**config.mk**
```make
export PLATFORM = sky130hd
export DESIGN_NAME = intr_combiner
export DESIGN_NICKNAME = d
export VERILOG_FILES = /design/src/rtl/intr_combiner.sv
export SDC_FILE = /design/constraint.sdc
export NUM_CORES = 1
export LEC_CHECK = 0
export BUFFER_PORTS_ARGS = -buffer_cell sky130_fd_sc_hd__buf_2
export CAP_MARGIN = 25
export CORE_UTILIZATION = 46
export DETAILED_ROUTE_END_ITERATION = 6
export PLACE_DENSITY_LB_ADDON = 0.1
export SKIP_LAST_GASP = 1
export SYNTH_ARGS = -nofsm -noshare
export SYNTH_HDL_FRONTEND = slang
export SYNTH_SLANG_ARGS = --single-unit
```
**constraint.sdc**
```tcl
create_clock -name clk -period 1.1 [get_ports clk]
set_input_delay 0.11 -clock clk [delete_from_list [all_inputs] [get_ports clk]]
set_output_delay 0.11 -clock clk [all_outputs]
set_load 0.05 [all_outputs]
```
**src/rtl/intr_combiner.sv**
```systemverilog
module intr_combiner #(
  parameter int GROUPS  = 4,
  parameter int GROUP_W = 8,
  parameter int ADDR_W  = 4
) (
  input  logic                      clk,
  input  logic                      rst_n,
  input  logic [GROUPS*GROUP_W-1:0] src_i,
  input  logic                      wr_en,
  input  logic                      rd_en,
  input  logic [ADDR_W-1:0]         addr,
  input  logic [GROUPS*GROUP_W-1:0] wdata,
  output logic [GROUPS*GROUP_W-1:0] rdata,
  output logic [GROUPS-1:0]         grp_irq
);
  localparam int W = GROUPS * GROUP_W;
  localparam logic [ADDR_W-1:0] OFS_SET  = ADDR_W'(4'h0);
  localparam logic [ADDR_W-1:0] OFS_CLR  = ADDR_W'(4'h4);
  localparam logic [ADDR_W-1:0] OFS_STAT = ADDR_W'(4'hC);

  logic [W-1:0]      en_q;
  logic [W-1:0]      active;
  logic [GROUPS-1:0] grp_d;

  assign active = src_i & en_q;

  always_ff @(posedge clk or negedge rst_n) begin
    if (!rst_n)
      en_q <= '0;
    else if (wr_en && addr == OFS_SET)
      en_q <= en_q | wdata;
    else if (wr_en && addr == OFS_CLR)
      en_q <= en_q & ~wdata;
  end

  for (genvar g = 0; g < GROUPS; g++) begin : g_grp
    assign grp_d[g] = |active[g*GROUP_W +: GROUP_W];
  end

  always_ff @(posedge clk or negedge rst_n) begin
    if (!rst_n) grp_irq <= '0;
    else        grp_irq <= grp_d;
  end

  always_comb begin
    rdata = '0;
    if (rd_en) begin
      case (addr)
        OFS_SET, OFS_CLR: rdata = en_q;
        OFS_STAT:         rdata = active;
        default:          rdata = '0;
      endcase
    end
  end
endmodule

```
==> metrics.yaml <==
placement:
  dp_hpwl_mm: 4.379
  numPortBuffers: 107
  gp_congestion: 0.8303
  dp_cells: 422
logic_synthesis:
  synth_top_area_cell: "dfrtp_1"
  syn_avg_cell_area_um2: 7.951
  yosysWarnings: 0
  ys_types: 14
  synth_area_leaders: "dfrtp_1 (43%), mux2i_1 (15%), nand2_1 (11%), a21oi_1 (7.8%), a22oi_1 (5.7%)"
  yosysTopAreaCellShare_pct: 42.76
  synth-seq-area-share_pct: 42.76
  synth_compound_area_share_pct: 13.84
  syn-cell-area_mm2: 0.002107
  synth_adder_area_share_pct: 0
  syn_nets: 337
  synth_top_family_by_area: "simple AND/OR/NAND/NOR gates"
  synthMuxAreaShare_pct: 14.73
  ys_ff_latch: 36
  yosys.area_share.xor_xnor_pct: 0
  yosys.area_share.simple_pct: 20.07
  synthCells: 265
setup_path:
  crit_required_ps: 990
  cp_max_fo: 6
  cp-start-kind: "input port"
  critPathKind: "in2out"
  end_kind: "output pin"
  cp.arrival_ps: 1090
cts:
  clock_path_buffers: 2
  path_clk_slew_ps: 80
  cts-root-buf: "clkbuf_8"
  tritoncts: "built"
  cts_sinks: 36
  h-tree-depth: 2
  clk_latency_ps: 290
  cts_made_buffers: 5
floorplan:
  start_util_pct: 48.06
  core_area_mm2: 0.004384
  row_count: 24
  die_w_um: 69.68
  die-area_mm2: 0.004855
  io_pins: 108
  chipHeight_um: 69.68
final_layout:
  multi_input_area_mm2: 0.001445
  seqCellArea_um2: 900.9
  layout.nets: 473
  fillCellCount: 257
  post-route-util_pct: 85.84
  stdcell_count: 454
  drive_gt1_share_pct: 56.72
  area_growth_pct: 78.62
  n_antenna_cell: 0
grt:
  grt_max_degree: 37
  grt_pass1_vias: 2386
  antenna_found_initial: 0
  grt_usage_pct: 27.42
  overflow: 0
  grt_pass1_wl_mm: 10.70
power_and_ir_drop:
  ir_drop_mv: 0.8299
  power_density_mw_per_mm2: 1223
  cellLeakagePower_nw: 1.929
  total_power_w: 0.004603
job:
  cap_violations: 0
routing:
  post_drt_via_cell_ratio: 5.335
  first_pass_iters: 4
  drt-wirelength-per-cell_um: 15.85
  drc: 0
  ant_nets: 0
  drt_iter0_markers: 100
  num_vias: 2422
  routed_wl_mm: 7.195
outcome:
  violations: "setup timing"
  status: "finished with violations"
sta:
  slew_headroom_pct: 75.35
  slew_viol_final: 0
  clock_skew_ps: 8.208
  rsz0062_at_grt: "true"
  setup_ws_ps: -103.6
  finalHoldViolations: 0
  worst_pin_slew_ps: 368.2
  fin_crit_sh_pct: 109.4
  fmax_mhz: 830.8
  setup_violations: 33
  period_needed_ps: 1204
hold_path:
  holdCritPathClass: "in2reg"
==> logic make-up after synthesis <==
logic type             count (synthesis)
and+or+nand+nor                      102
AOI/OAI and AO/OA                     50
buffers and inverters                 46
DFF                                   36
muxes                                 31
==> what timing repair did <==
action | in CTS | in global routing
pin swaps | 3 | 8
endpoints found under the hold margin | 36 | 0
gates cloned | 0 | 3
setup endpoints to repair | 32 | 32
buffers inserted | 8 | 13
gates resized for setup | 61 | 76
hold buffers | 1 | 0
==> power breakdown <==
part           switching, W  total [W]  internal (W)
Combinational      0.000969    0.00177      0.000798
Sequential         0.000235    0.00185       0.00161
Clock              0.000491   0.000991      0.000500
Total               0.00169    0.00460       0.00291
==> through the flow <==
stage               setup WS (ps)  hold slack (ps)  cell area, um^2  TNS (ps)
finish                     -103.6            7.945             3764     -2384
global route               -158.8            20.14             3764     -4001
CTS                        -117.4            8.787             3388     -2381
detailed placement         -202.5            89.63             3038     -8875
global placement           -174.2            82.25             3038     -8286
floorplan                   13.27           -185.6             2347         0
==> cell usage in the layout, fill, tap and decap left out, drive strengths merged <==
cell type    count
a21oi           33
a22oi           16
a31oi            1
buf            142
clkbuf           7
clkinv           2
dfrtp           36
dlygate4sd3      1
inv             31
mux2i           31
nand2           63
nand4            4
nor2            32
nor3             1
nor3b            1
nor4b            1
==> per-layer routing <==
layer	wire (um)	global-route usage (%)	vias up
met5	0	0	-
met4	159	9.333	0
met3	450	7.122	16
met2	3835	48.11	105
met1	2749	32.49	1157
li1	-	-	1144
==> layout make-up <==
type	count	area share, %
Multi-Input combinational cell	183	38.40
Sequential cell	36	23.94
Timing Repair Buffer	144	30.39
Tap cell	52	1.729
Clock buffer	6	2.194
Clock inverter	2	0.2660
Inverter	31	3.092
==> worst paths after layout <==
check / startpoint / end / slack (ps) / cells after the start
max in group asynchronous: rst_n / asynchronous set/reset pin / 610 / 3
min: wdata[30] / flop / 8 / 2
min reg2reg: flop / flop / 550 / 2
min in group asynchronous: rst_n / asynchronous set/reset pin / 300 / 3
max reg2reg: flop / grp_irq[3] / -30 / 4
max: addr[0] / rdata[31] / -100 / 7
==> worst max-delay path: stages <==
cell     delay, ps
buf_12         110
nor3b_4        210
buf_6          150
buf_6          140
a21oi_1         80
nor2_2         110
buf_6          170
==> synth_stat cells (all sizes together) <==
master	number
a22oi	16
nand4	4
nor4b	1
a21oi	33
a31oi	1
mux2i	31
clkbuf	8
nand2	63
dfrtp	36
nor2	32
buf	7
nor3	1
nor3b	1
inv	31
No activity file was read; power rests on OpenSTA's default activity.
